File: src/rtl/bcd_pkg.sv
package bcd_pkg;

    localparam logic [7:0] PREFIX_BYTE   = 8'hAF;
    localparam logic [7:0] CMD_REG_WRITE = 8'h20;
    localparam logic [7:0] LOCK_INDEX    = 8'hFF;
    localparam logic [7:0] LOCK_VALUE    = 8'h00;
    localparam logic [7:0] UNLOCK_VALUE  = 8'hFF;

    typedef enum logic [2:0] {
        ST_PREFIX,
        ST_CODE,
        ST_INDEX,
        ST_VALUE,
        ST_SKIP
    } parse_state_e;

    typedef struct packed {
        logic       valid;
        logic [7:0] idx;
        logic [7:0] data;
    } reg_write_t;

    // Compose a 16-bit word from the bytes at the lower and upper index.
    function automatic logic [15:0] join_pair(input logic [7:0] at_low,
                                              input logic [7:0] at_high,
                                              input logic       swapped);
        return swapped ? {at_high, at_low} : {at_low, at_high};
    endfunction

endpackage

File: src/rtl/bcd_cmd_parser.sv
module bcd_cmd_parser
    import bcd_pkg::*;
(
    input  logic       clk,
    input  logic       rst,
    input  logic       in_valid,
    input  logic [7:0] in_data,
    output logic       in_ready,
    output reg_write_t wr_now,
    output reg_write_t wr_q
);

    parse_state_e state_q, state_d;
    logic [7:0]   idx_q;
    logic         ready_q;
    logic         fire;

    assign in_ready = ready_q;
    assign fire     = in_valid && ready_q;

    always_comb begin
        state_d = state_q;
        if (fire) begin
            case (state_q)
                ST_PREFIX: if (in_data == PREFIX_BYTE) state_d = ST_CODE;
                ST_CODE: begin
                    if (in_data == CMD_REG_WRITE)    state_d = ST_INDEX;
                    else if (in_data == PREFIX_BYTE) state_d = ST_CODE;
                    else                             state_d = ST_SKIP;
                end
                ST_INDEX: state_d = ST_VALUE;
                ST_VALUE: state_d = ST_PREFIX;
                ST_SKIP:  if (in_data == PREFIX_BYTE) state_d = ST_CODE;
                default:  state_d = ST_PREFIX;
            endcase
        end
    end

    always_comb begin
        wr_now.valid = fire && (state_q == ST_VALUE);
        wr_now.idx   = idx_q;
        wr_now.data  = in_data;
    end

    always_ff @(posedge clk) begin
        if (rst) begin
            state_q <= ST_PREFIX;
            idx_q   <= '0;
            ready_q <= 1'b0;
            wr_q    <= '0;
        end else begin
            state_q <= state_d;
            ready_q <= 1'b1;
            wr_q    <= wr_now;
            if (fire && state_q == ST_INDEX) idx_q <= in_data;
        end
    end


    prefix_drop_chk: assert property (@(posedge clk) disable iff (rst)
        (state_q == ST_PREFIX && fire && in_data != PREFIX_BYTE) |=> (state_q == ST_PREFIX));


    skip_hold_chk: assert property (@(posedge clk) disable iff (rst)
        (state_q == ST_SKIP && fire && in_data != PREFIX_BYTE) |=> (state_q == ST_SKIP));


    reprefix_chk: assert property (@(posedge clk) disable iff (rst)
        (fire && in_data == PREFIX_BYTE &&
         (state_q == ST_PREFIX || state_q == ST_CODE || state_q == ST_SKIP))
        |=> (state_q == ST_CODE));


    single_pulse_chk: assert property (@(posedge clk) disable iff (rst)
        wr_q.valid |=> !wr_q.valid);

endmodule

File: src/rtl/bcd_reg_banks.sv
module bcd_reg_banks
    import bcd_pkg::*;
#(
    parameter int NUM_REGS = 64,
    localparam int IDX_W   = $clog2(NUM_REGS)
) (
    input  logic                           clk,
    input  logic                           rst,
    input  reg_write_t                     wr,
    output logic [NUM_REGS-1:0][7:0]       active_o,
    output logic                           locked_o
);

    localparam logic [8:0] LIMIT = 9'(NUM_REGS);

    logic [NUM_REGS-1:0][7:0] shadow_q;
    logic [NUM_REGS-1:0][7:0] active_q;
    logic                     locked_q;
    logic                     in_range;
    logic                     lock_hit;
    logic                     commit;
    logic                     do_lock;
    logic [IDX_W-1:0]         wr_idx_lo;

    assign in_range  = wr.valid && ({1'b0, wr.idx} < LIMIT);
    assign lock_hit  = wr.valid && (wr.idx == LOCK_INDEX);
    assign commit    = lock_hit && (wr.data == UNLOCK_VALUE);
    assign do_lock   = lock_hit && (wr.data == LOCK_VALUE);
    assign wr_idx_lo = wr.idx[IDX_W-1:0];

    always_ff @(posedge clk) begin
        if (rst)          locked_q <= 1'b0;
        else if (commit)  locked_q <= 1'b0;
        else if (do_lock) locked_q <= 1'b1;
    end

    for (genvar g = 0; g < NUM_REGS; g++) begin : g_reg
        logic hit;
        assign hit = in_range && (wr_idx_lo == IDX_W'(g));

        always_ff @(posedge clk) begin
            if (rst)      shadow_q[g] <= '0;
            else if (hit) shadow_q[g] <= wr.data;
        end

        always_ff @(posedge clk) begin
            if (rst)                    active_q[g] <= '0;
            else if (commit)            active_q[g] <= shadow_q[g];
            else if (hit && !locked_q)  active_q[g] <= wr.data;
        end
    end

    assign active_o = active_q;
    assign locked_o = locked_q;


    live_write_chk: assert property (@(posedge clk) disable iff (rst)
        (in_range && !locked_q) |=> (active_q[$past(wr_idx_lo)] == $past(wr.data)));


    locked_freeze_chk: assert property (@(posedge clk) disable iff (rst)
        (locked_q && !commit) |=> $stable(active_q));


    commit_copy_chk: assert property (@(posedge clk) disable iff (rst)
        commit |=> (active_q == $past(shadow_q) && !locked_q));


    lock_ignore_chk: assert property (@(posedge clk) disable iff (rst)
        (lock_hit && !commit && !do_lock) |=> (locked_q == $past(locked_q)));

endmodule

File: src/rtl/bcd_readback.sv
module bcd_readback
    import bcd_pkg::*;
#(
    parameter int NUM_REGS   = 64,
    parameter int PIXCLK_IDX = 8'h1B,
    localparam int IDX_W     = $clog2(NUM_REGS)
) (
    input  logic [NUM_REGS-1:0][7:0] active,
    input  logic [IDX_W-1:0]         rd_idx,
    output logic [15:0]              rd_word
);

    localparam logic [IDX_W-1:0] LAST_IDX = IDX_W'(NUM_REGS - 1);
    localparam logic [IDX_W-1:0] SWAP_IDX = IDX_W'(PIXCLK_IDX);

    logic [IDX_W-1:0] nxt_idx;
    logic             swapped;

    assign nxt_idx = (rd_idx == LAST_IDX) ? '0 : rd_idx + 1'b1;
    assign swapped = (rd_idx == SWAP_IDX);
    assign rd_word = join_pair(active[rd_idx], active[nxt_idx], swapped);

endmodule

File: src/rtl/bulk_regwr_decoder.sv
module bulk_regwr_decoder
    import bcd_pkg::*;
#(
    parameter int NUM_REGS   = 64,
    parameter int PIXCLK_IDX = 8'h1B,
    localparam int IDX_W     = $clog2(NUM_REGS)
) (
    input  logic             clk,
    input  logic             rst,
    input  logic             in_valid,
    input  logic [7:0]       in_data,
    output logic             in_ready,
    output logic             wr_valid,
    output logic [7:0]       wr_index,
    output logic [7:0]       wr_value,
    input  logic [IDX_W-1:0] rd_index,
    output logic [15:0]      rd_word
);

    reg_write_t               wr_now;
    reg_write_t               wr_q;
    logic [NUM_REGS-1:0][7:0] active;
    logic                     locked;

    bcd_cmd_parser u_parser (
        .clk      (clk),
        .rst      (rst),
        .in_valid (in_valid),
        .in_data  (in_data),
        .in_ready (in_ready),
        .wr_now   (wr_now),
        .wr_q     (wr_q)
    );

    bcd_reg_banks #(.NUM_REGS(NUM_REGS)) u_banks (
        .clk      (clk),
        .rst      (rst),
        .wr       (wr_now),
        .active_o (active),
        .locked_o (locked)
    );

    bcd_readback #(.NUM_REGS(NUM_REGS), .PIXCLK_IDX(PIXCLK_IDX)) u_rd (
        .active  (active),
        .rd_idx  (rd_index),
        .rd_word (rd_word)
    );

    assign wr_valid = wr_q.valid;
    assign wr_index = wr_q.idx;
    assign wr_value = wr_q.data;


    reset_quiet_chk: assert property (@(posedge clk)
        rst |=> (!wr_valid && !in_ready && !locked));

endmodule

File: config.mk
export PLATFORM = sky130hd
export DESIGN_NAME = bulk_regwr_decoder
export DESIGN_NICKNAME = d
export VERILOG_FILES = /design/src/rtl/bcd_pkg.sv /design/src/rtl/bcd_cmd_parser.sv /design/src/rtl/bcd_reg_banks.sv /design/src/rtl/bcd_readback.sv /design/src/rtl/bulk_regwr_decoder.sv
export SDC_FILE = /design/constraint.sdc
export NUM_CORES = 2
export LEC_CHECK = 0
export ABC_AREA = 1
export BUFFER_PORTS_ARGS = -buffer_cell sky130_fd_sc_hd__buf_2
export CORE_MARGIN = 8
export CORE_UTILIZATION = 62
export DETAILED_ROUTE_END_ITERATION = 7
export PLACE_DENSITY_LB_ADDON = 0.15
export SLEW_MARGIN = 20
export SYNTH_ARGS = -nofsm -noshare
export SYNTH_HDL_FRONTEND = slang
export SYNTH_SLANG_ARGS = --single-unit
export TNS_END_PERCENT = 5
File: constraint.sdc
create_clock -name clk -period 5.5 [get_ports clk]
set_input_delay 1.375 -clock clk [delete_from_list [all_inputs] [get_ports clk]]
set_output_delay 1.375 -clock clk [all_outputs]
set_load 0.01 [all_outputs]
Word-level counts from Yosys, hierarchy flattened
Cells that the tools add are included.

$add $sub $neg: 1. Magnitude comparators: 3. Eq/ne operators: 74. Reductions and logical operators: 206. Mux-type cells: 139.

Operators with widths (count): 2-to-1 mux 8 bit (130); == test 6 bit, second input constant (33); logical AND 1 bit (135); nonzero test 2 bit (64); == test 6 x 5 -> 1 bit, second input constant (17); binary-select mux 8 bit (select 6 bit) (2); == test 6 x 4 -> 1 bit, second input constant (8); == test 6 x 3 -> 1 bit, second input constant (4); == test 8 bit, second input constant (3); 2-to-1 mux 16 bit (1); less-than comparator 6 x 7 -> 1 bit, second input constant (2); == test 6 x 2 -> 1 bit, second input constant (2); 2-to-1 mux 3 bit (3); one-hot mux 3 bit (3 select lines) (1); == test 8 x 6 -> 1 bit, second input constant (1); logical NOT 8 bit (1); less-than comparator 8 x 7 -> 1 bit, second input constant (1); adder 6 x 1 -> 6 bit, second input constant (1); == test 3 x 2 -> 1 bit, second input constant (2); == test 6 x 1 -> 1 bit, second input constant (1); logical NOT 6 bit (1); 2-to-1 mux 6 bit (1); OR reduction 2 bit (2); == test 3 x 1 -> 1 bit, second input constant (1); 6 further kinds (6).

Output and inout bits: 34. Word-level logic and storage cells: 558. Register bits after elaboration: 1054. Input port bits: 17.

Logic depth before layout (Yosys ltp)
Word-level depth: 7. Mapped depth: 17. Depth with buffers taken out: 16.

By module
Synthesis repeated with hierarchy kept, for this count alone.

Cells, all modules: 8405. Area, all modules: 54980.2 um^2.

Modules (own cells, without submodules): bcd_reg_banks (sequential area each 20519.7 um^2, cells each 5730, area each 42399.4 um^2, instances 1); bcd_readback (sequential area each 0.0 um^2, cells each 2544, area each 11527.3 um^2, instances 1); bcd_cmd_parser (sequential area each 580.6 um^2, cells each 131, area each 1053.5 um^2, instances 1).

Worst setup path after synthesis
Ideal clock, no wire load.

Path kind: in2out. Start: input rd_index[0]. End: output rd_word[4]. Path slack: 1.073 ns. Data arrival time: 3.052 ns. Buffers on the path: 2. Cell stages on the path: 15. Data required time: 4.125 ns. Cell sequence: ha_1 > nand3_1 > nor2_1 > nor2_1 > buf_2 > clkbuf_1 > nand2_1 > nand3_1 > nand3_1 > nand3_1 > nand3_1 > nand3_1 > nand2_1 > nand2_1 > nand2_1.

Word-level cells in the longest chain between the ends: 5. Elaborated cells on any way between the ends: 9. Those cells by class: add/sub: 1; eq/ne: 2; mux: 6.

RTL lines: start: declaration (RTL line bulk_regwr_decoder.sv:16) `input logic [IDX_W-1:0] rd_index,`; adder 6 x 1 -> 6 bit / == test 6 bit (equally long branches) (RTL line bcd_readback.sv:19) `assign nxt_idx = (rd_idx == LAST_IDX) ? '0 : rd_idx + 1'b1;`; 2-to-1 mux 6 bit (RTL line bcd_readback.sv:19); binary-select mux 8 bit (select 6 bit) (RTL line bcd_readback.sv:21) `assign rd_word = join_pair(active[rd_idx], active[nxt_idx], swapped);`; 2-to-1 mux 8 bit (not written as such) (RTL line bcd_readback.sv:21); 2-to-1 mux 16 bit * (RTL line bcd_pkg.sv:27) `return swapped ? {at_high, at_low} : {at_low, at_high};`; end: declaration (RTL line bulk_regwr_decoder.sv:17) `output logic [15:0] rd_word`.

Mark *: on every way between the ends. The rest lies on a longest branch, timed or not. The select of a mux whose other input is x is not followed.

Worst setup path after layout
Start: input rd_index[0]. End: output rd_word[14].

Same word-level chain as after synthesis.

==> run summary <==
=======================================================================================
Worst Tran Pin Value                                                            1.16 ns
Final-layout fill cell count                                                       7263
Post-DRT Antenna Nets                                                                 0
Count of final max-slew check failures                                                0
Clock sink count                                                                   1054
H-tree level count                                                                    3
Post-synthesis instance area                                                51900 sq um
Top-Level Pins                                                                       51
Hold/Removal Path Class                                                    flop to flop
Static Leak                                                                   0.0197 uW
Router iterations before antenna repair                                               6
Critical Path Source Type                                                  primary input
Portion of the post-synthesis area used by sequential elements                    0.406
Slew HR                                                                           0.226
Number of port buffers                                                               50
Overflow left after global routing                                                    0
Per-cell routed wire length                                                     24.7 um
Dominant cell type by area after synthesis                                 sky130_fd_sc_hd__dfxtp_1
Worst clock skew on the final layout                                          0.0247 ns
Cts hold-fix bufs                                                                     0
Global-route wire length before repair                                        317000 um
Mapped Nets                                                                        7814
GRT Util Overall                                                                  0.434
Critical Path RT                                                                4.12 ns
Post-layout total power                                                        17100 uW
Post-synthesis register bit count                                                  1054
Endpoint with the worst hold slack                                         u_banks.active_o[107]
Final-report hold violation count                                                     0
Initial antenna violation count                                                       7
Top Metal Used                                                                     met5
Logic gate share of total power                                                   0.091
Share of post-route cells with drive strength above 1                            0.0706
Vias                                                                              56.0k
Clk pin slew, worst setup/hold paths                                            0.06 ns
Die Outline Area                                                            93200 sq um
Total Neg Setup Slack                                                              0 ns
Maximum fanout along the worst path                                                  21
Post-synthesis cell type count                                                       39
Power spent charging and discharging nets                                       4400 uW
Area delta synth->final                                                           9.41%
Routed via count divided by cell count                                             6.46
Area of the multi-input gates                                               25500 sq um
Design internal power                                                          12700 uW
Reg-to-Reg Start                                                           u_parser.idx_q[5]
Routability-driven placement congestion ratio                                      1.07
Critical Setup Path Class                                                  primary input to output port
Cts bufs inserted                                                                   105
TritonCTS clock tree                                                               done
Count of warnings emitted by yosys                                                    0
Cell count after synthesis                                                         7796
Worst IR Drop VDD                                                              0.377 mV
Fmax                                                                            183 MHz
Outcome                                                                    finished clean
Number of nets in the layout                                                       7522
Number of violations reported at the end of detailed-routing iteration 0           8717
Clock buffer depth                                                                    3
DIE WIDTH                                                                        305 um
Worst setup slack for register-to-register paths                                1.28 ns
Largest net degree at the start of global routing                                   169
Floorplan Core Area                                                         83300 sq um
Final WL                                                                      214000 um
Footprint of the flip-flops and latches                                     21100 sq um
Final critical-path share of the clock period                                     0.993
DR WL met3                                                                     28500 um
Switching share of power                                                          0.258
Clock tree root driver cell                                                sky130_fd_sc_hd__clkbuf_16
Worst hold stages                                                                     2
Syn Area/Cell                                                                6.66 sq um
Biggest area contributors in the synthesized netlist                       sky130_fd_sc_hd__dfxtp_1 (41%), sky130_fd_sc_hd__nand2_1 (11%), sky130_fd_sc_hd__o21ai_0 (9.3%), sky130_fd_sc_hd__a21oi_1 (8.2%), sky130_fd_sc_hd__nand3_1 (7.3%)
Initial standard-cell utilization of the core                                     0.623
Crit Reg-Reg Endpoint                                                      u_banks.active_o[471]
Arrival @ worst endpoint                                                        4.09 ns
Final Critical Period                                                           5.46 ns
Clock network fraction of design power                                            0.463
Area fraction of the dominant cell type after synthesis                           0.406
Estimated wirelength of the detail-placed design                              137000 um
Core occupancy in the finished layout                                             0.682
Number of global-route vias before repair                                         50.9k
Part of the power in registers                                                    0.447
Met2 Routed Length                                                             89700 um
Total setup violations reported at the end of the flow                                0
Total power density per cell area                                           301 nW/um^2
Number of max-cap violations                                                          0
Skew-Pair Late Insertion Delay                                                  0.73 ns
Number of rows created at floorplan                                                 106
RSZ-0062 raised after global routing                                                 no
Height of the die                                                                305 um
Wl on met1                                                                     79400 um
Number of DRC violations after detailed routing                                       0
Number of cells traversed by the worst register-to-register path                     10
Min-Delay Startpoint                                                       u_banks.active_o[107]
Critical Path End Type                                                      output port
=======================================================================================
## power groups by stage
stage / sequential [uW] / clock, uW / combinational, uW
6_report: 7640 / 7910 / 1550
5_1_grt: 7630 / 8190 / 1600
4_1_cts: 7640 / 7870 / 1460
3_5_place_dp: 7810 / 0 / 1460
3_3_place_gp: 7810 / 0 / 1460
2_1_floorplan: 7810 / 0 / 838
## layer usage
layer	vias to the layer above	track usage
met5	-	0
met3	903	0.121
met4	4	0.288
met1	25808	0.554
li1	25413	-
met2	3919	0.640
## registers in the layout (all words and copies together) (netlist names)
| register | flops |
|---|---|
| u_banks.locked_o | 1 |
| u_parser.state_q | 3 |
| u_parser.idx_q | 8 |
| u_parser.in_ready | 1 |
| u_banks.active_o | 512 |
| u_banks.shadow_q | 512 |
| u_parser.wr_q | 17 |
## worst max path at each step
| stage | from | to | slack [ns] | cells after the start |
|---|---|---|---|---|
| final | rd_index[0] | rd_word[14] | 0.04 | 12 |
| after detailed placement | rd_index[0] | rd_word[3] | 0.14 | 18 |
| after global routing | rd_index[0] | rd_word[10] | 0.002 | 19 |
| after CTS | rd_index[0] | rd_word[3] | 0.13 | 18 |
| after floorplan | rd_index[0] | rd_word[4] | 1.07 | 15 |
| after global placement | rd_index[0] | rd_word[3] | 0.12 | 18 |
## Yosys cell counts
cell type / instances
sky130_fd_sc_hd__nand2_1: 1478
sky130_fd_sc_hd__dfxtp_1: 1054
sky130_fd_sc_hd__o21ai_0: 961
sky130_fd_sc_hd__a21oi_1: 850
sky130_fd_sc_hd__nand3_1: 752
sky130_fd_sc_hd__inv_1: 701
sky130_fd_sc_hd__nor2_1: 698
sky130_fd_sc_hd__clkbuf_1: 435
sky130_fd_sc_hd__a31oi_1: 259
sky130_fd_sc_hd__buf_2: 131
sky130_fd_sc_hd__a211oi_1: 120
sky130_fd_sc_hd__o211ai_1: 62
sky130_fd_sc_hd__buf_1: 54
sky130_fd_sc_hd__nor2_2: 36
sky130_fd_sc_hd__buf_4: 35
sky130_fd_sc_hd__nand4_1: 25
sky130_fd_sc_hd__o2111ai_1: 21
sky130_fd_sc_hd__nor4_1: 20
sky130_fd_sc_hd__o22ai_1: 19
sky130_fd_sc_hd__o21ai_1: 15
sky130_fd_sc_hd__nor3_1: 11
sky130_fd_sc_hd__or2_2: 10
sky130_fd_sc_hd__nand3b_1: 8
sky130_fd_sc_hd__nor2_4: 8
sky130_fd_sc_hd__inv_2: 7
sky130_fd_sc_hd__nand2_2: 4
sky130_fd_sc_hd__nor4_2: 4
sky130_fd_sc_hd__nand3_2: 3
sky130_fd_sc_hd__o31ai_1: 3
sky130_fd_sc_hd__buf_6: 2
sky130_fd_sc_hd__nor3_4: 2
sky130_fd_sc_hd__a221oi_1: 1
sky130_fd_sc_hd__clkinv_1: 1
sky130_fd_sc_hd__clkinv_2: 1
sky130_fd_sc_hd__ha_1: 1
sky130_fd_sc_hd__nand2_4: 1
sky130_fd_sc_hd__nand4_4: 1
sky130_fd_sc_hd__o221ai_1: 1
sky130_fd_sc_hd__xor2_1: 1
## stage by stage
step	setup WS, ns	instances	instance area (sq um)	hold WS (ns)
6_report	0.0397	8674	56800	0.467
5_1_grt	0.00226	8671	56800	0.482
4_1_cts	0.134	8663	56700	0.466
3_5_place_dp	0.139	8470	52900	0.457
3_3_place_gp	0.121	8470	52900	0.452
2_1_floorplan	1.07	7796	51900	0.445
## kinds of logic after synthesis
group	share of synthesized area
flops	0.406
fa+ha+maj	0.000241
compound gates	0.240
simple gates	0.248
xor+xnor	0.000169
buf+inv	0.105
## cell type report
type | count | area share
flip-flops and latches | 1054 | 0.372
multi-input cells | 5377 | 0.449
clock inverters | 46 | 0.0126
repair buffers | 256 | 0.0410
inverters | 710 | 0.0477
well taps | 1080 | 0.0238
clock buffers | 147 | 0.0542
diodes | 4 | 0.000176
## placed cells by master, fill, tap and decap left out, types with 7 or more instances in the layout
master / instances
sky130_fd_sc_hd__a211oi_1: 120
sky130_fd_sc_hd__a21oi_1: 850
sky130_fd_sc_hd__a31oi_1: 259
sky130_fd_sc_hd__buf_12: 37
sky130_fd_sc_hd__buf_2: 47
sky130_fd_sc_hd__buf_4: 165
sky130_fd_sc_hd__bufinv_16: 16
sky130_fd_sc_hd__clkbuf_1: 15
sky130_fd_sc_hd__clkbuf_16: 108
sky130_fd_sc_hd__clkbuf_8: 25
sky130_fd_sc_hd__clkinv_2: 25
sky130_fd_sc_hd__dfxtp_1: 1053
sky130_fd_sc_hd__inv_1: 690
sky130_fd_sc_hd__inv_2: 7
sky130_fd_sc_hd__nand2_1: 1473
sky130_fd_sc_hd__nand3_1: 751
sky130_fd_sc_hd__nand3b_1: 8
sky130_fd_sc_hd__nand4_1: 25
sky130_fd_sc_hd__nor2_1: 694
sky130_fd_sc_hd__nor2_2: 33
sky130_fd_sc_hd__nor2_4: 15
sky130_fd_sc_hd__nor3_1: 11
sky130_fd_sc_hd__nor4_1: 20
sky130_fd_sc_hd__o2111ai_1: 21
sky130_fd_sc_hd__o211ai_1: 62
sky130_fd_sc_hd__o21ai_0: 961
sky130_fd_sc_hd__o21ai_1: 15
sky130_fd_sc_hd__o22ai_1: 19
sky130_fd_sc_hd__or2_2: 10
## what timing repair did
item | CTS | global route
setup buffers | 0 | 5
setup endpoints to repair | 0 | 15
resized for setup | 0 | 8
hold endpoints to repair | 0 | 0
## worst max-delay path, stage by stage
cell	delay, ns
sky130_fd_sc_hd__buf_8	0.10
sky130_fd_sc_hd__ha_1	0.48
sky130_fd_sc_hd__buf_4	0.55
sky130_fd_sc_hd__o2111ai_1	0.36
sky130_fd_sc_hd__nand3_1	0.19
sky130_fd_sc_hd__nand3_1	0.14
sky130_fd_sc_hd__nand3_1	0.10
sky130_fd_sc_hd__nand3_1	0.24
sky130_fd_sc_hd__nand2_1	0.25
sky130_fd_sc_hd__nand2_1	0.08
sky130_fd_sc_hd__nand2_1	0.07
sky130_fd_sc_hd__buf_2	0.13
Note: power is estimated with default switching activity, not from simulation.
